File: config.mk
export PLATFORM = sky130hd
export DESIGN_NAME = spi_regmaster
export DESIGN_NICKNAME = d
export VERILOG_FILES = /design/src/rtl/spi_rm_pkg.sv /design/src/rtl/spi_tick_gen.sv /design/src/rtl/spi_cs_decode.sv /design/src/rtl/spi_xfer_engine.sv /design/src/rtl/spi_regmaster.sv
export SDC_FILE = /design/constraint.sdc
export NUM_CORES = 1
export LEC_CHECK = 0
export ABC_AREA = 1
export BUFFER_PORTS_ARGS = -buffer_cell sky130_fd_sc_hd__buf_2
export CORE_ASPECT_RATIO = 1.2
export CORE_UTILIZATION = 52
export DETAILED_ROUTE_END_ITERATION = 10
export GPL_ROUTABILITY_DRIVEN = 0
export PLACE_DENSITY = 0.74
export SKIP_LAST_GASP = 1
export SYNTH_ARGS = -nofsm -noshare
export SYNTH_HDL_FRONTEND = slang
export SYNTH_SLANG_ARGS = --single-unit
export TNS_END_PERCENT = 1
File: constraint.sdc
create_clock -name clk -period 1.5 [get_ports clk]
set_input_delay 0.075 -clock clk [delete_from_list [all_inputs] [get_ports clk]]
set_output_delay 0.075 -clock clk [all_outputs]
set_load 0.02 [all_outputs]
File: src/rtl/spi_rm_pkg.sv
package spi_rm_pkg;

    localparam int HALF_DIV_W = 4;

    // register byte offsets
    localparam int OFF_CTL    = 'h00;
    localparam int OFF_CFG    = 'h04;
    localparam int OFF_TXD    = 'h08;
    localparam int OFF_RXD    = 'h0C;
    localparam int OFF_CAUSE  = 'h10;
    localparam int OFF_TIMING = 'h18;

    // field positions
    localparam int CTL_EN_BIT    = 0;
    localparam int CTL_SEL_LO    = 2;
    localparam int CFG_DIV_LO    = 0;
    localparam int CFG_WIDE_BIT  = 5;
    localparam int CFG_CPOL_BIT  = 11;
    localparam int CFG_CPHA_BIT  = 12;
    localparam int CFG_TXLSB_BIT = 13;
    localparam int CFG_RXLSB_BIT = 14;
    localparam int TIM_CODE_LO   = 6;

    localparam logic [1:0] CODE_DEFAULT = 2'd1;
    localparam logic [1:0] CODE_LATE    = 2'd2;

    typedef enum logic [1:0] {
        XS_IDLE,
        XS_SHIFT,
        XS_FLUSH
    } xfer_state_e;

    typedef struct packed {
        logic                  cpol;
        logic                  cpha;
        logic                  wide;
        logic                  tx_lsb;
        logic                  rx_lsb;
        logic                  late;
        logic [HALF_DIV_W-1:0] half_div;
    } xfer_cfg_t;

endpackage

File: src/rtl/spi_tick_gen.sv
module spi_tick_gen
    import spi_rm_pkg::*;
#(
    parameter int DIV_W = HALF_DIV_W
) (
    input  logic             clk,
    input  logic             rst_n,
    input  logic             run,
    input  logic [DIV_W-1:0] half_div,
    output logic             tick
);

    logic [DIV_W-1:0] cnt_q;

    assign tick = run && (cnt_q == half_div);

    always_ff @(posedge clk or negedge rst_n) begin
        if (!rst_n) begin
            cnt_q <= '0;
        end else if (!run || tick) begin
            cnt_q <= '0;
        end else begin
            cnt_q <= cnt_q + 1'b1;
        end
    end

    // half period never overruns the programmed length
    assert_count_bounded_R3: assert property (@(posedge clk) disable iff (!rst_n)
        (run && $stable(half_div)) |-> (cnt_q <= half_div));

endmodule

File: src/rtl/spi_cs_decode.sv
module spi_cs_decode #(
    parameter int NUM_CS = 8,
    parameter int SEL_W  = $clog2(NUM_CS)
) (
    input  logic              en,
    input  logic [SEL_W-1:0]  sel,
    output logic [NUM_CS-1:0] cs_n
);

    for (genvar g = 0; g < NUM_CS; g++) begin : g_sel
        assign cs_n[g] = !(en && (sel == SEL_W'(g)));
    end

endmodule

File: src/rtl/spi_xfer_engine.sv
module spi_xfer_engine
    import spi_rm_pkg::*;
#(
    parameter int MAX_BITS = 16
) (
    input  logic                  clk,
    input  logic                  rst_n,
    input  logic                  start,
    input  xfer_cfg_t             cfg_in,
    input  logic [MAX_BITS-1:0]   word_in,
    input  logic                  miso,
    input  logic                  tick,
    output logic                  run,
    output logic                  busy,
    output logic                  done,
    output logic [MAX_BITS-1:0]   rx_word,
    output logic                  sck,
    output logic                  mosi,
    output logic [HALF_DIV_W-1:0] half_div
);

    localparam int BIT_W = $clog2(MAX_BITS);
    localparam int CNT_W = $clog2(2 * MAX_BITS) + 1;

    xfer_state_e           state_q, state_d;
    xfer_cfg_t             cfg_q;
    logic [MAX_BITS-1:0]   word_q;
    logic [MAX_BITS-1:0]   rx_q;
    logic [CNT_W-1:0]      edge_cnt_q;
    logic [BIT_W-1:0]      tx_idx_q, rx_idx_q;
    logic                  late_pend_q;
    logic                  sck_q, mosi_q;

    logic [BIT_W-1:0]      nbits_m1, tx_pos, rx_pos, first_pos;
    logic [CNT_W-1:0]      last_edge, edge_nxt;
    logic                  sample_edge, final_edge, drive_edge;

    assign nbits_m1    = cfg_q.wide ? BIT_W'(MAX_BITS - 1) : BIT_W'(MAX_BITS / 2 - 1);
    assign last_edge   = cfg_q.wide ? CNT_W'(2 * MAX_BITS) : CNT_W'(MAX_BITS);
    assign edge_nxt    = edge_cnt_q + 1'b1;
    assign sample_edge = cfg_q.cpha ? !edge_nxt[0] : edge_nxt[0];
    assign final_edge  = (edge_nxt == last_edge);
    assign drive_edge  = !sample_edge && !final_edge;
    assign tx_pos      = cfg_q.tx_lsb ? tx_idx_q : (nbits_m1 - tx_idx_q);
    assign rx_pos      = cfg_q.rx_lsb ? rx_idx_q : (nbits_m1 - rx_idx_q);
    assign first_pos   = cfg_in.tx_lsb ? '0 :
                         (cfg_in.wide ? BIT_W'(MAX_BITS - 1) : BIT_W'(MAX_BITS / 2 - 1));

    // state register
    always_ff @(posedge clk or negedge rst_n) begin
        if (!rst_n) state_q <= XS_IDLE;
        else        state_q <= state_d;
    end

    // transitions: start, final edge, capture drained
    always_comb begin
        state_d = state_q;
        unique case (state_q)
            XS_IDLE:  if (start) state_d = XS_SHIFT;
            XS_SHIFT: if (tick && final_edge) state_d = XS_FLUSH;
            XS_FLUSH: if (!late_pend_q) state_d = XS_IDLE;
            default:  state_d = XS_IDLE;
        endcase
    end

    // datapath and serial outputs
    always_ff @(posedge clk or negedge rst_n) begin
        if (!rst_n) begin
            cfg_q       <= '0;
            word_q      <= '0;
            rx_q        <= '0;
            edge_cnt_q  <= '0;
            tx_idx_q    <= '0;
            rx_idx_q    <= '0;
            late_pend_q <= 1'b0;
            sck_q       <= 1'b0;
            mosi_q      <= 1'b0;
        end else begin
            if (late_pend_q) begin
                rx_q[rx_pos] <= miso;
                rx_idx_q     <= rx_idx_q + 1'b1;
                late_pend_q  <= 1'b0;
            end
            unique case (state_q)
                XS_IDLE: begin
                    sck_q <= cfg_in.cpol;
                    if (start) begin
                        cfg_q       <= cfg_in;
                        word_q      <= word_in;
                        rx_q        <= '0;
                        edge_cnt_q  <= '0;
                        rx_idx_q    <= '0;
                        late_pend_q <= 1'b0;
                        if (!cfg_in.cpha) begin
                            mosi_q   <= word_in[first_pos];
                            tx_idx_q <= BIT_W'(1);
                        end else begin
                            tx_idx_q <= '0;
                        end
                    end
                end
                XS_SHIFT: begin
                    if (tick) begin
                        sck_q      <= ~sck_q;
                        edge_cnt_q <= edge_nxt;
                        if (sample_edge) begin
                            if (cfg_q.late) begin
                                late_pend_q <= 1'b1;
                            end else begin
                                rx_q[rx_pos] <= miso;
                                rx_idx_q     <= rx_idx_q + 1'b1;
                            end
                        end
                        if (drive_edge) begin
                            mosi_q   <= word_q[tx_pos];
                            tx_idx_q <= tx_idx_q + 1'b1;
                        end
                    end
                end
                XS_FLUSH: begin
                end
                default: begin
                end
            endcase
        end
    end

    assign run      = (state_q == XS_SHIFT);
    assign busy     = (state_q != XS_IDLE);
    assign done     = (state_q == XS_FLUSH) && !late_pend_q;
    assign rx_word  = rx_q;
    assign sck      = sck_q;
    assign mosi     = mosi_q;
    assign half_div = cfg_q.half_div;

    assert_edge_total_R3: assert property (@(posedge clk) disable iff (!rst_n)
        done |-> (edge_cnt_q == last_edge));

    assert_flush_level_R11: assert property (@(posedge clk) disable iff (!rst_n)
        (state_q == XS_FLUSH) |-> (sck_q == cfg_q.cpol));

    assert_idle_level_R11: assert property (@(posedge clk) disable iff (!rst_n)
        (state_q == XS_IDLE && $past(state_q) == XS_IDLE && $stable(cfg_in.cpol))
        |-> (sck_q == cfg_in.cpol));

endmodule

File: src/rtl/spi_regmaster.sv
module spi_regmaster
    import spi_rm_pkg::*;
#(
    parameter int ADDR_W   = 5,
    parameter int DATA_W   = 32,
    parameter int NUM_CS   = 8,
    parameter int MAX_BITS = 16
) (
    input  logic              clk,
    input  logic              rst_n,
    input  logic              reg_wr,
    input  logic [ADDR_W-1:0] reg_addr,
    input  logic [DATA_W-1:0] reg_wdata,
    output logic [DATA_W-1:0] reg_rdata,
    output logic              irq,
    output logic              sck,
    output logic              mosi,
    input  logic              miso,
    output logic [NUM_CS-1:0] cs_n
);

    localparam int SEL_W = $clog2(NUM_CS);

    logic                  ctl_en_q;
    logic [SEL_W-1:0]      ctl_sel_q;
    logic                  cpol_q, cpha_q, wide_q, txl_q, rxl_q;
    logic [HALF_DIV_W-1:0] div_q;
    logic [1:0]            tim_code_q;
    logic [MAX_BITS-1:0]   din_q;
    logic                  cause_q;

    logic wr_ctl, wr_cfg, wr_txd, wr_cause, wr_tim;
    logic start, run, busy, xfer_done, tick;
    logic [MAX_BITS-1:0]   rx_word;
    logic [HALF_DIV_W-1:0] half_div;
    xfer_cfg_t             cfg_live;

    assign wr_ctl   = reg_wr && (reg_addr == ADDR_W'(OFF_CTL));
    assign wr_cfg   = reg_wr && (reg_addr == ADDR_W'(OFF_CFG));
    assign wr_txd   = reg_wr && (reg_addr == ADDR_W'(OFF_TXD));
    assign wr_cause = reg_wr && (reg_addr == ADDR_W'(OFF_CAUSE));
    assign wr_tim   = reg_wr && (reg_addr == ADDR_W'(OFF_TIMING));
    assign start    = wr_txd && !busy;

    always_comb begin
        cfg_live.cpol     = cpol_q;
        cfg_live.cpha     = cpha_q;
        cfg_live.wide     = wide_q;
        cfg_live.tx_lsb   = txl_q;
        cfg_live.rx_lsb   = rxl_q;
        cfg_live.late     = (tim_code_q == CODE_LATE);
        cfg_live.half_div = div_q;
    end

    always_ff @(posedge clk or negedge rst_n) begin
        if (!rst_n) begin
            ctl_en_q   <= 1'b0;
            ctl_sel_q  <= '0;
            cpol_q     <= 1'b0;
            cpha_q     <= 1'b0;
            wide_q     <= 1'b0;
            txl_q      <= 1'b0;
            rxl_q      <= 1'b0;
            div_q      <= '0;
            tim_code_q <= CODE_DEFAULT;
            din_q      <= '0;
            cause_q    <= 1'b0;
        end else begin
            if (wr_ctl) begin
                ctl_en_q  <= reg_wdata[CTL_EN_BIT];
                ctl_sel_q <= reg_wdata[CTL_SEL_LO +: SEL_W];
            end
            if (wr_cfg) begin
                cpol_q <= reg_wdata[CFG_CPOL_BIT];
                cpha_q <= reg_wdata[CFG_CPHA_BIT];
                wide_q <= reg_wdata[CFG_WIDE_BIT];
                txl_q  <= reg_wdata[CFG_TXLSB_BIT];
                rxl_q  <= reg_wdata[CFG_RXLSB_BIT];
                div_q  <= reg_wdata[CFG_DIV_LO +: HALF_DIV_W];
            end
            if (wr_tim) begin
                tim_code_q <= reg_wdata[TIM_CODE_LO +: 2];
            end
            if (xfer_done) begin
                din_q   <= rx_word;
                cause_q <= 1'b1;
            end else if (wr_cause && (reg_wdata == '0)) begin
                cause_q <= 1'b0;
            end
        end
    end

    always_comb begin
        reg_rdata = '0;
        case (reg_addr)
            ADDR_W'(OFF_CTL): begin
                reg_rdata[CTL_EN_BIT]            = ctl_en_q;
                reg_rdata[CTL_SEL_LO +: SEL_W]   = ctl_sel_q;
            end
            ADDR_W'(OFF_CFG): begin
                reg_rdata[CFG_CPOL_BIT]              = cpol_q;
                reg_rdata[CFG_CPHA_BIT]              = cpha_q;
                reg_rdata[CFG_WIDE_BIT]              = wide_q;
                reg_rdata[CFG_TXLSB_BIT]             = txl_q;
                reg_rdata[CFG_RXLSB_BIT]             = rxl_q;
                reg_rdata[CFG_DIV_LO +: HALF_DIV_W]  = div_q;
            end
            ADDR_W'(OFF_RXD):    reg_rdata[MAX_BITS-1:0]     = din_q;
            ADDR_W'(OFF_CAUSE):  reg_rdata[0]                = cause_q;
            ADDR_W'(OFF_TIMING): reg_rdata[TIM_CODE_LO +: 2] = tim_code_q;
            default:             reg_rdata = '0;
        endcase
    end

    assign irq = cause_q;

    spi_tick_gen #(.DIV_W(HALF_DIV_W)) tick_i (
        .clk      (clk),
        .rst_n    (rst_n),
        .run      (run),
        .half_div (half_div),
        .tick     (tick)
    );

    spi_xfer_engine #(.MAX_BITS(MAX_BITS)) engine_i (
        .clk      (clk),
        .rst_n    (rst_n),
        .start    (start),
        .cfg_in   (cfg_live),
        .word_in  (reg_wdata[MAX_BITS-1:0]),
        .miso     (miso),
        .tick     (tick),
        .run      (run),
        .busy     (busy),
        .done     (xfer_done),
        .rx_word  (rx_word),
        .sck      (sck),
        .mosi     (mosi),
        .half_div (half_div)
    );

    spi_cs_decode #(.NUM_CS(NUM_CS), .SEL_W(SEL_W)) csdec_i (
        .en   (ctl_en_q),
        .sel  (ctl_sel_q),
        .cs_n (cs_n)
    );

    assert_cs_onehot_R2: assert property (@(posedge clk) disable iff (!rst_n)
        $onehot0(~cs_n));

    assert_cause_set_R7: assert property (@(posedge clk) disable iff (!rst_n)
        xfer_done |=> cause_q);

    assert_cause_clear_R7: assert property (@(posedge clk) disable iff (!rst_n)
        (wr_cause && (reg_wdata == '0) && !xfer_done) |=> !cause_q);

endmodule

Word level (Yosys, flattened, before mapping):

Cells that the tools add are included.

* input bits: 41
* bits in registers: 96
* word-level logic and storage cells: 171
* output and inout bits: 43

* eq/ne operators: 23
* reductions and logical operators: 48
* bitwise operators: 1
* add/subtract/negate cells: 6
* multiplexer cells: 62
* magnitude comparators: 4

Operator list (number)
* 2-to-1 mux 16 bit: 5
* 2-to-1 mux 4 bit: 14
* bitwise mux 16 bit: 2
* zero test 32 bit: 1
* case mux 16 bit (2 select lines): 1
* case mux 4 bit (2 select lines): 3
* logical AND 1 bit: 20
* 2-to-1 mux 6 bit: 3
* 2-to-1 mux 1 bit: 17
* < comparator 4 x 5 -> 1 bit (second input constant): 3
* zero test 1 bit: 14
* adder 4 x 1 -> 4 bit (second input constant): 3
* == test 3 bit (second input constant): 4
* case mux 2 bit (3 select lines): 2
* case mux 6 bit (2 select lines): 1
* == test 5 x 4 -> 1 bit (second input constant): 2
* == test 5 bit (second input constant): 2
* case mux 1 bit (2 select lines): 5
* binary-select mux 1 bit (select 4 bit): 2
* inequality test 2 x 1 -> 1 bit (second input constant): 4
* subtractor 4 bit: 2
* adder 6 x 1 -> 6 bit (second input constant): 1
* == test 3 x 2 -> 1 bit (second input constant): 2
* == test 6 bit: 1
* 22 further kinds: 30

Longest topological paths before layout:

Gate-level depths: netlist of run 1.

* depth after elaboration: 14
* mapped depth: 13
* gate-level depth less buffers: 13

Hierarchy:

A second synthesis of run 1 with hierarchy kept.

* cell total of the unflattened synthesis: 794
* area, all modules: 5715.5 um2

By module, submodules not included
* spi_xfer_engine: sequential area each 1501.4 um2, times used 1, area each 3621.0 um2, cells an instance 504
* spi_regmaster: sequential area each 802.0 um2, times used 1, area each 1766.7 um2, cells an instance 232
* spi_tick_gen: sequential area each 100.1 um2, times used 1, area each 254.0 um2, cells an instance 39
* spi_cs_decode: sequential area each 0.0 um2, times used 1, area each 73.8 um2, cells an instance 19

Worst setup path after synthesis of run 1:

OpenSTA, ideal clock, no wires.

* kind: flip-flop to flip-flop
* from: register engine_i.cfg_q[5] in the netlist's numbering
* to: register engine_i.rx_q[11] (netlist: engine_i.rx_word[11])
* path buffers: 1
* library setup time: 0.127 ns
* required time: 1.373 ns
* setup slack: -0.071 ns
* stages on the path, launching flop included: 10
* clock period less this slack: 1.571 ns
* data arrival time: 1.444 ns
* cell sequence: dfrtp_1 > buf_6 > xnor2_1 > nand2_2 > nor2_1 > nand2_1 > o21ai_1 > nand2_1 > nand3_1 > o21ai_0

* word-level cells in the longest chain between the ends: 12
* elaborated cells between the ends (all ways): 14
* classes of those cells: order compare (2); mux (11); reduce/logical (1)

RTL lines
* start: declaration: RTL line spi_xfer_engine.sv:26 `xfer_cfg_t cfg_q;`
* start signal: assignment: RTL line spi_xfer_engine.sv:88 `cfg_q <= cfg_in;`
* 2-to-1 mux 4 bit (*): RTL line spi_xfer_engine.sv:45 `assign rx_pos = cfg_q.rx_lsb ? rx_idx_q : (nbits_m1 - rx_idx_q);`
* < comparator 4 x 5 -> 1 bit (implied by the code) or greater-or-equal comparator 4 x 1 -> 1 bit (tied branches): RTL line spi_xfer_engine.sv:80, spi_xfer_engine.sv:110
* logical AND 1 bit (implied by the code): RTL line spi_xfer_engine.sv:80, spi_xfer_engine.sv:110
* 2-to-1 mux 1 bit (implied by the code): RTL line spi_xfer_engine.sv:80, spi_xfer_engine.sv:110
* demux 1 bit (select 4 bit) (*)
* bitwise mux 16 bit: RTL line spi_xfer_engine.sv:80 `rx_q[rx_pos] <= miso;`
* 2-to-1 mux 16 bit: RTL line spi_xfer_engine.sv:79 `if (late_pend_q) begin`
* bitwise mux 16 bit: RTL line spi_xfer_engine.sv:110 `rx_q[rx_pos] <= miso;`
* 2-to-1 mux 16 bit: RTL line spi_xfer_engine.sv:107 `if (cfg_q.late) begin`
* 2-to-1 mux 16 bit: RTL line spi_xfer_engine.sv:106 `if (sample_edge) begin`
* 2-to-1 mux 16 bit: RTL line spi_xfer_engine.sv:103 `if (tick) begin`
* case mux 16 bit (2 select lines) (*): RTL line spi_xfer_engine.sv:84 `unique case (state_q)`
* end signal: indexed assignment: RTL line spi_xfer_engine.sv:80
* end signal: indexed assignment: RTL line spi_xfer_engine.sv:110
* end: declaration: RTL line spi_xfer_engine.sv:28 `logic [MAX_BITS-1:0] rx_q;`

Mark *: on every way between the ends. The rest lies on a longest branch, timed or not.
A chain may end at the register's enable or synchronous reset.

Worst setup path after layout of run 1:

* from: register engine_i.cfg_q[5] in the netlist's numbering
* to: register engine_i.rx_q[7] (netlist: engine_i.rx_word[7])

Same word-level chain as after synthesis.

==> impl_metrics.env, run 1 <==
export IMPL_status="finished, violations left"
export IMPL_violations="negative setup slack"
export IMPL_seq_area_frac_synth_pct=42.9
export IMPL_drc=0
export IMPL_h_tree_depth=3
export IMPL_fin_crit_ns=1.76
export IMPL_clock_skew_ns=0.0111
export IMPL_cts_buffers_inserted=9
export IMPL_synth_avg_cell_area_um2=7.38
export IMPL_die_w_um=96.7
export IMPL_initial_core_util_pct=53.3
export IMPL_dp_hpwl_um=10300
export IMPL_path_depth=9
export IMPL_grt_usage_pct=26.0
export IMPL_overflow=0
export IMPL_antenna_found_initial=0
export IMPL_vias=5342
export IMPL_ys_ff_latch=96
export IMPL_clk_insertion_delay_late_ns=0.34
export IMPL_finalMaxSlewViolations=0
export IMPL_area_delta_synth_final_pct=25.8
export IMPL_grt_pass1_wl_um=23300
export IMPL_critical_path_max_stage_delay_ns=0.54
export IMPL_wl_um=14700
export IMPL_cts_max_path_buffers=2
export IMPL_synth_most_common_cell="nand2_1"
export IMPL_postRouteAntennaNets=0
export IMPL_clock_sinks=96
export IMPL_fin_crit_sh_pct=117
export IMPL_cts_tree="built"
export IMPL_clk_pin_slew_worst_paths_ns=0.07
export IMPL_drive_gt1_share_pct=22.3
export IMPL_peakVddDrop_mv=0.651
export IMPL_max_freq_mhz=568
export IMPL_pwr_share_clk_pct=25.7
export IMPL_rows=41
export IMPL_synth_top_cells_by_count="nand2_1 (214), dfrtp_1 (95), inv_1 (93)"
export IMPL_critPathCapture="engine_i.rx_word[7]$_DFF_PN0_"
export IMPL_critPathBufInv=1
export IMPL_antenna_cells=0
export IMPL_worst_ep_required_time_ns=1.74
export IMPL_syn_cell_area_um2=5600
export IMPL_synthTopCellsByArea="dfrtp_1 (42%), nand2_1 (14%), o21ai_0 (7.4%), inv_1 (6.2%), nand3_1 (6.1%)"
export IMPL_synth_async_reset_ratio_pct=100
export IMPL_total_power_w=0.0105
export IMPL_syn_inst=759
export IMPL_r2r_end="engine_i.rx_word[7]$_DFF_PN0_"
export IMPL_grt_max_degree=39
export IMPL_drt_iter0_drc=305
export IMPL_final_core_util_pct=67.0
export IMPL_cp_arrival_ns=2.00
export IMPL_cpMostUsedCell="nand2_1"
export IMPL_cts_root_buffer="clkbuf_16"
export IMPL_internal_power_w=0.00641
export IMPL_p_leak_nw=3.55
export IMPL_synth_cell_types=43
export IMPL_power_frac_seq_pct=33.2
export IMPL_p_sw_share_pct=38.7
export IMPL_synth_top_cell_area_share_pct=42.4
export IMPL_io_pins=84
export IMPL_critPathKind="flop to flop"
export IMPL_worst_slack_ns=-0.262
export IMPL_ys_warnings_count=0
export IMPL_synth_ff_type="dfrtp_1"
export IMPL_yosys_area_top_type="dfrtp_1"
export IMPL_port_buffers=67
export IMPL_rrSetupSlack_ns=-0.26
export IMPL_core_um2=10500
export IMPL_worstSetupStartpointType="flop"
export IMPL_finalSetupViolCount=35
export IMPL_critPathMaxFanout=6
export IMPL_layout_nets=918
export IMPL_synth_edf_count=0
export IMPL_maxCapViolations=0
export IMPL_hold_viol_final=0
export IMPL_viasPerCell=5.30
export IMPL_path_delay_family="simple AND/OR/NAND/NOR gates"
export IMPL_routedWlPerCell_um=14.6
export IMPL_r2r_start="engine_i.cfg_q[5]$_DFFE_PN0P_"
export IMPL_grt_pass1_vias=4998
export IMPL_crit_chain="xor2_4 -> inv_2 -> nand2_4 -> nor2_2 -> nand2_1 -> o21ai_1 -> nand2_1 -> nand3_1 -> nand2_1"
export IMPL_cp_slowest_cell="dfrtp_2"
export IMPL_critical_path_startpoint="engine_i.cfg_q[5]$_DFFE_PN0P_"
export IMPL_min_delay_path_class="input pin to flop"
export IMPL_rsz0062_at_grt="yes"
export IMPL_p_comb_share_pct=41.1
export IMPL_die_h_um=116
export IMPL_drt_pass1_iterations=5
export IMPL_p_switching_w=0.00405
export IMPL_reg2reg_depth=9
export IMPL_design_die_area_um2=11200
export IMPL_endpoint_kind="flop"
export IMPL_p_per_area_nw_per_um2=1480
==> worst min-delay path, cell delays in order <==
cell     delay [ns]
buf_2          0.10
inv_1          0.07
o21ai_0        0.08
==> power by group through the flow <==
stage	Sequential, W	Combinational [W]	Clock [W]
final	0.00348	0.00429	0.00269
after global placement	0.00346	0.00360	0
after detailed placement	0.00349	0.00375	0
after CTS	0.00345	0.00386	0.00270
after floorplan	0.00348	0.00242	0
after global routing	0.00354	0.00472	0.00278
==> final cells by class <==
cell class,count,area [um^2]
clock inverter,6,115
fill,835,3470
clock buffer,10,229
multi-input combinational,540,2830
inverter,96,363
timing repair buffer,130,938
tap,129,161
sequential,96,2400
==> how the worst min path moves through the flow <==
| stage | start | to | slack [ns] | cells after the start |
|---|---|---|---|---|
| finish | reg_wdata[12] | engine_i.word_q[12]$_DFFE_PN0P_ | 0.02 | 3 |
| global route | reg_wdata[12] | engine_i.word_q[12]$_DFFE_PN0P_ | 0.05 | 3 |
| CTS | reg_wdata[12] | engine_i.word_q[12]$_DFFE_PN0P_ | 0.02 | 3 |
| detailed placement | rst_n | engine_i.word_q[11]$_DFFE_PN0P_ | 0.05 | 1 |
| global placement | rst_n | engine_i.word_q[8]$_DFFE_PN0P_ | 0.04 | 1 |
| floorplan | rst_n | cpha_q$_DFFE_PN0P_ | -0.22 | 0 |
==> stage by stage <==
stage	setup WS, ns	setup TNS, ns	cell area, um^2	instances	hold WS, ns
finish	-0.262	-6.65	7040	1007	0.0216
floorplan	-0.0318	-0.207	5670	774	-0.221
global route	-0.346	-10.43	7040	1007	0.0535
detailed placement	-0.330	-5.94	6410	980	0.0541
global placement	-0.221	-4.41	6410	980	0.0440
CTS	-0.242	-6.59	6860	1003	0.0158
==> kinds of logic after synthesis <==
kind of cell,count (synthesis),share of synthesized area (%)
AO/OA/AOI/OAI,122,11.8
XOR/XNOR,17,2.79
adder cells (fa/ha/maj),4,0.893
buffers and inverters,139,11.0
flip-flops,96,42.9
multiplexers,2,0.380
other,1,0.0669
AND/OR/NAND/NOR,378,30.2
==> sequential cells by signal, summed over array words and instances, names as in the netlist, 4 cells and up <==
signal	cells
engine_i.word_q	16
engine_i.edge_cnt_q	6
engine_i.rx_idx_q	4
div_q	4
engine_i.cfg_q	5
tick_i.cnt_q	4
engine_i.tx_idx_q	4
din_q	16
engine_i.half_div	4
engine_i.rx_word	16
==> metal layers <==
metal  wire [um]  GRT usage [%]  up-vias
li1            -              -     2639
met1        6070           32.7     2502
met2        7630           46.2      186
met3         799           3.02       15
met4         244           9.75        0
met5           0              0        -
==> cells in the final DEF, fill, tap and decap left out, types with 13 or more instances in the layout <==
cell type  instances
o21ai_0           80
buf_2             66
buf_4             49
nor2_1            25
inv_1             90
conb_1            16
nand3_1           68
nand4_1           16
dfrtp_1           94
nand2_1          206
nor2_2            13
==> repair_timing <==
| item | in CTS | in global routing |
|---|---|---|
| cloned | 0 | 1 |
| setup endpoints to repair | 35 | 42 |
| resized for setup | 6 | 43 |
| pin swaps | 2 | 11 |
| setup buffers | 1 | 3 |
| hold buffers | 6 | 0 |
| hold endpoints to repair | 34 | 0 |
(Power assumes the default switching activity.)
==> run 2, diff against run 1 <==
--- a/config.mk
+++ b/config.mk
@@ -8,10 +8,10 @@
 export ABC_AREA = 1
 export BUFFER_PORTS_ARGS = -buffer_cell sky130_fd_sc_hd__buf_2
 export CORE_ASPECT_RATIO = 1.2
-export CORE_UTILIZATION = 52
+export CORE_UTILIZATION = 45
 export DETAILED_ROUTE_END_ITERATION = 10
 export GPL_ROUTABILITY_DRIVEN = 0
-export PLACE_DENSITY = 0.74
+export PLACE_DENSITY = 0.65
 export SKIP_LAST_GASP = 1
 export SYNTH_ARGS = -nofsm -noshare
 export SYNTH_HDL_FRONTEND = slang
==> run 2 against run 1 <==
Compared with the run above: the run still ends with negative setup slack left; global-route usage down 3.1 points; wire length down 4.4%; critical path type unchanged; largest power group unchanged; critical path depth up 1; critical endpoint is now engine_i.rx_word[1]$_DFF_PN0_; die area up 15%; combinational power down 11%; clock-buffer cell count down 1; first-iteration DRC count up 7.2%; clock power down 6%; highest routed layer unchanged; register-to-register slack better by 0.03 ns; flip-flop and latch count unchanged.
==> impl_metrics.env, run 2 (same netlist as run 1, synthesis figures left out) <==
export IMPL_rsz0062_at_grt="yes"
export IMPL_final_core_util_pct=56.7
export IMPL_violations="negative setup slack"
export IMPL_overflow=0
export IMPL_grt_pass1_wl_um=23700
export IMPL_final_common_cell="nand2_1"
export IMPL_routedWlPerCell_um=13.7
export IMPL_worst_slack_ns=-0.233
export IMPL_worstSetupStartpointType="flop"
export IMPL_antenna_found_initial=0
export IMPL_cts_root_buffer="clkbuf_16"
export IMPL_min_delay_path_class="input pin to flop"
export IMPL_worst_ep_required_time_ns=1.80
export IMPL_fin_area_um2=6860
export IMPL_critical_path_max_stage_delay_ns=0.48
export IMPL_cts_max_path_buffers=2
export IMPL_clk_pin_slew_worst_paths_ns=0.07
export IMPL_die_h_um=124
export IMPL_layout_nets=911
export IMPL_rows=44
export IMPL_h_tree_depth=3
export IMPL_core_um2=12100
export IMPL_grt_pass1_vias=5012
export IMPL_drt_iter0_drc=327
export IMPL_clock_skew_ns=0.00969
export IMPL_grt_usage_pct=22.9
export IMPL_finalMaxSlewViolations=0
export IMPL_fin_crit_sh_pct=116
export IMPL_viasPerCell=5.03
export IMPL_dp_hpwl_um=10400
export IMPL_cp_slowest_cell="dfrtp_2"
export IMPL_critPathKind="flop to flop"
export IMPL_clk_insertion_delay_late_ns=0.35
export IMPL_p_leak_nw=3.46
export IMPL_p_per_area_nw_per_um2=1430
export IMPL_wl_um=14100
export IMPL_placed_area_um2=6440
export IMPL_critPathMaxFanout=6
export IMPL_die_w_um=104
export IMPL_peakVddDrop_mv=0.670
export IMPL_instances_no_fill=1032
export IMPL_drc=0
export IMPL_clock_sinks=96
export IMPL_vias=5196
export IMPL_drive_gt1_share_pct=20.1
export IMPL_status="finished, violations left"
export IMPL_maxCapViolations=0
export IMPL_postCtsSetupBuffers=0
export IMPL_fin_crit_ns=1.73
export IMPL_dp_cells=1010
export IMPL_io_pins=84
export IMPL_cts_buffers_inserted=9
export IMPL_hold_viol_final=0
export IMPL_max_freq_mhz=577
export IMPL_cts_tree="built"
export IMPL_initial_core_util_pct=46.2
export IMPL_design_die_area_um2=12900
export IMPL_total_power_w=0.00980
export IMPL_finalSetupViolCount=34
export IMPL_antenna_cells=0
export IMPL_grt_max_degree=48
export IMPL_cp_arrival_ns=2.03
export IMPL_critPathBufInv=1
export IMPL_drt_pass1_iterations=5
export IMPL_endpoint_kind="flop"
export IMPL_crit_chain="o21ai_1 -> nand2_2 -> inv_2 -> nand2_1 -> nor2_2 -> nand2_1 -> nand2_1 -> o21ai_2 -> or2_0 -> nand2_1"
export IMPL_path_delay_family="simple AND/OR/NAND/NOR gates"
export IMPL_area_delta_synth_final_pct=22.5
export IMPL_postRouteAntennaNets=0
export IMPL_port_buffers=67
export IMPL_cpMostUsedCell="nand2_1"
export IMPL_final_cell_mix="nand2_1 (210), dfrtp_1 (94), inv_1 (93), o21ai_0 (82), nand3_1 (68)"
==> run 2: cell count changes in the layout (fill, tap and decap cells not counted), moves of 3 or more <==
| cell | change |
|---|---|
| o21ai_1 | +4 |
| nand2_4 | -8 |
| inv_1 | +3 |
| nor2_2 | +4 |
| nand2_2 | +3 |
| buf_4 | -5 |
| nand2_1 | +4 |
| o21ai_2 | -6 |
| nor2_4 | -5 |
==> run 2: power by group <==
part	leakage (nW)	internal, W	switching [W]	total (W)
clock	0.157	0.00148	0.00105	0.00253
combinational	2.06	0.00148	0.00234	0.00382
sequential	1.24	0.00311	0.000338	0.00344
total	3.46	0.00607	0.00373	0.00980
==> run 2: cell type report <==
| class | instances | area [um^2] |
|---|---|---|
| Inverter | 96 | 360 |
| Clock inverter | 7 | 103 |
| Fill cell | 1129 | 5250 |
| Timing Repair Buffer | 124 | 881 |
| Tap cell | 161 | 201 |
| Sequential cell | 96 | 2400 |
| Clock buffer | 9 | 225 |
| Multi-Input combinational cell | 539 | 2690 |
==> run 2: path summary, 6_finish.rpt <==
path	startpoint	cells after the start	slack (ns)	endpoint
worst min-delay path	reg_wdata[12]	3	0.02	engine_i.word_q[12]$_DFFE_PN0P_
worst max-delay path	engine_i.cfg_q[5]$_DFFE_PN0P_	10	-0.23	engine_i.rx_word[1]$_DFF_PN0_
max in group asynchronous	rst_n	3	0.70	tim_code_q[0]$_DFFE_PN1P_
worst max register to register	engine_i.cfg_q[5]$_DFFE_PN0P_	10	-0.23	engine_i.rx_word[1]$_DFF_PN0_
worst min register to register	engine_i.word_q[1]$_DFFE_PN0P_	2	0.49	engine_i.word_q[1]$_DFFE_PN0P_
min in group asynchronous	rst_n	2	0.19	engine_i.word_q[11]$_DFFE_PN0P_
==> run 2: per-layer routing <==
layer	global-route usage (%)	wire length, um	up-vias
met4	9.08	263	0
met2	39.5	7030	104
met3	2.36	458	14
met1	29.3	6350	2438
met5	0	0	-
li1	-	-	2640
==> run 2: timing repair <==
action,CTS,global route
hold buffers,6,0
endpoints found under the hold margin,54,0
setup endpoints to repair,35,41
pin swaps,0,1
resized for setup,4,10
==> run 2: metrics by stage <==
| step | hold WS (ns) | worst slack, ns | setup TNS [ns] |
|---|---|---|---|
| floorplan | -0.221 | -0.0318 | -0.207 |
| global placement | 0.0113 | -0.225 | -4.70 |
| detailed placement | 0.0217 | -0.268 | -5.71 |
| CTS | 0.0206 | -0.201 | -4.90 |
| global route | 0.0464 | -0.381 | -9.75 |
| finish | 0.0184 | -0.233 | -4.85 |
==> run 2: tightest hold or removal path, stage by stage <==
cell     delay (ns)
buf_2          0.10
inv_1          0.06
o21ai_0        0.08
==> run 3, diff against run 2 <==
--- a/config.mk
+++ b/config.mk
@@ -12,6 +12,7 @@
 export DETAILED_ROUTE_END_ITERATION = 10
 export GPL_ROUTABILITY_DRIVEN = 0
 export PLACE_DENSITY = 0.65
+export RECOVER_POWER = 50
 export SKIP_LAST_GASP = 1
 export SYNTH_ARGS = -nofsm -noshare
 export SYNTH_HDL_FRONTEND = slang
==> constraint.sdc (replaced) <==
create_clock -name clk -period 1.5 [get_ports clk]
set_input_delay 0.225 -clock clk [delete_from_list [all_inputs] [get_ports clk]]
set_output_delay 0.225 -clock clk [all_outputs]
set_load 0.02 [all_outputs]
==> run 3 against run 2 <==
Compared with the run above: the run still ends with negative setup slack left; core utilization is 1.2 points higher; global-route usage shrank 0.28 points; clock skew is essentially flat; die area did not move; non-clock buffer count rose by 6; wire length up 0.64%; combinational power is 11% higher; clock power down 12%; critical path type unchanged.
==> impl_metrics.env, run 3 (same netlist as run 1, synthesis figures left out) <==
export IMPL_max_freq_mhz=569
export IMPL_cts_max_path_buffers=2
export IMPL_internal_power_w=0.00597
export IMPL_rows=44
export IMPL_antenna_cells=0
export IMPL_critPathBufInv=1
export IMPL_grtUsageMet3_pct=3.68
export IMPL_min_delay_path_class="input pin to flop"
export IMPL_antenna_found_initial=0
export IMPL_critical_path_max_stage_delay_ns=0.53
export IMPL_die_w_um=104
export IMPL_maxCapViolations=0
export IMPL_dp_hpwl_um=10500
export IMPL_overflow=0
export IMPL_grt_usage_pct=22.6
export IMPL_finalMaxSlewViolations=0
export IMPL_viasPerCell=5.06
export IMPL_path_depth=10
export IMPL_crit_chain="o21ai_2 -> nand2_4 -> inv_4 -> nand2_4 -> nor2_4 -> nand2_1 -> nand2_1 -> o21ai_2 -> or2_0 -> nand2_1"
export IMPL_p_per_area_nw_per_um2=1420
export IMPL_cts_buffers_inserted=9
export IMPL_wl_um=14200
export IMPL_grt_pass1_vias=4964
export IMPL_design_die_area_um2=12900
export IMPL_endpoint_kind="flop"
export IMPL_fin_crit_sh_pct=117
export IMPL_core_um2=12100
export IMPL_clock_skew_ns=0.00981
export IMPL_layout_nets=917
export IMPL_port_buffers=67
export IMPL_final_common_cell="nand2_1"
export IMPL_cpMostUsedCell="nand2_1"
export IMPL_postRouteAntennaNets=0
export IMPL_cts_tree="built"
export IMPL_vias=5254
export IMPL_io_pins=84
export IMPL_total_power_w=0.00993
export IMPL_final_core_util_pct=57.9
export IMPL_critPathMaxFanout=6
export IMPL_tightest_slew_ns=0.860
export IMPL_initial_core_util_pct=46.2
export IMPL_p_sw_share_pct=39.9
export IMPL_drc=0
export IMPL_final_cell_mix="nand2_1 (207), dfrtp_1 (94), inv_1 (90), o21ai_0 (81), nand3_1 (68)"
export IMPL_pwr_share_clk_pct=22.4
export IMPL_drive_gt1_share_pct=23.3
export IMPL_worst_ep_required_time_ns=1.79
export IMPL_p_comb_share_pct=42.6
export IMPL_cp_arrival_ns=2.05
export IMPL_finalSetupViolCount=39
export IMPL_violations="negative setup slack"
export IMPL_routedWlPerCell_um=13.7
export IMPL_worst_slack_ns=-0.258
export IMPL_maxSlewHeadroom_pct=42.7
export IMPL_clock_sinks=96
export IMPL_p_switching_w=0.00396
export IMPL_grt_max_degree=34
export IMPL_drt_pass1_iterations=6
export IMPL_top_usage_layer="met2"
export IMPL_reg2reg_depth=10
export IMPL_rsz0062_at_grt="yes"
export IMPL_placed_area_um2=6470
export IMPL_path_delay_family="simple AND/OR/NAND/NOR gates"
export IMPL_drt_iter0_drc=456
export IMPL_grt_met2_usage_pct=37.8
export IMPL_power_frac_seq_pct=34.9
export IMPL_area_delta_synth_final_pct=25.1
export IMPL_cts_root_buffer="clkbuf_16"
export IMPL_worstSetupStartpointType="flop"
export IMPL_status="finished, violations left"
export IMPL_cp_slowest_cell="dfrtp_2"
export IMPL_clk_insertion_delay_late_ns=0.34
export IMPL_pre_cts_ws_ns=-0.276
export IMPL_hold_viol_final=0
export IMPL_grt_pass1_wl_um=23600
export IMPL_grt_util_met1_pct=29.8
export IMPL_fin_hold_ws_ns=0.119
export IMPL_p_leak_nw=3.52
export IMPL_critPathKind="flop to flop"
export IMPL_clk_pin_slew_worst_paths_ns=0.07
export IMPL_fin_crit_ns=1.76
export IMPL_hold_path_depth=3
export IMPL_die_h_um=124
export IMPL_fin_area_um2=7010
export IMPL_peakVddDrop_mv=0.565
export IMPL_h_tree_depth=3
run 3: cell types whose count changed in the layout (fill, tap and decap cells not counted), sizes merged, moves of 2 or more:
cell         delta
bufinv          -2
dlygate4sd3     -5
buf             +8
clkbuf          +6
run 3: repair_timing:
item	4_1_cts	5_1_grt
hold buffers	1	0
buffers inserted	0	3
gates resized for setup	4	51
cloned	0	1
setup endpoints to repair	40	66
pin swaps	1	7
hold endpoints to repair	28	0
run 3: cell type report:
cell class,count,area [um^2]
Fill cell,1075,5100
Timing Repair Buffer,130,883
Clock buffer,12,256
Multi-Input combinational cell,539,2870
Tap cell,161,201
Inverter,96,363
Clock inverter,4,27.5
Sequential cell,96,2400
run 3: worst paths after layout:
kind | start | slack, ns | end
max | engine_i.cfg_q[5]$_DFFE_PN0P_ | -0.26 | engine_i.rx_word[3]$_DFF_PN0_
min | reg_wdata[10] | 0.12 | engine_i.word_q[10]$_DFFE_PN0P_
max reg2reg | engine_i.cfg_q[5]$_DFFE_PN0P_ | -0.26 | engine_i.rx_word[3]$_DFF_PN0_
min reg2reg | din_q[12]$_DFFE_PN0P_ | 0.49 | din_q[12]$_DFFE_PN0P_
max in group asynchronous | rst_n | 0.26 | engine_i.rx_word[14]$_DFF_PN0_
min in group asynchronous | rst_n | 0.52 | engine_i.word_q[8]$_DFFE_PN0P_
run 3: metal layers:
layer  up-vias  routed length (um)
met5         -                   0
met4         0                 231
met3        17                 577
met2       134                7040
met1      2456                6340
li1       2647                   -
run 3: through the flow:
stage                     TNS, ns  cells
after floorplan             -1.09    774
after global placement      -5.20   1017
after detailed placement    -6.68   1017
after CTS                   -5.73   1034
after global routing       -11.19   1038
final                       -5.90   1038
run 3: worst min-delay path, stage by stage:
cell,delay [ns]
buf_2,0.09
nand2_1,0.05
o21ai_0,0.06
run 3: power groups by stage:
stage	Sequential, W	Clock, W	Combinational, W
2_1_floorplan	0.00348	0	0.00241
3_3_place_gp	0.00346	0	0.00357
3_5_place_dp	0.00348	0	0.00367
4_1_cts	0.00344	0.00227	0.00371
5_1_grt	0.00353	0.00234	0.00476
6_report	0.00347	0.00223	0.00424
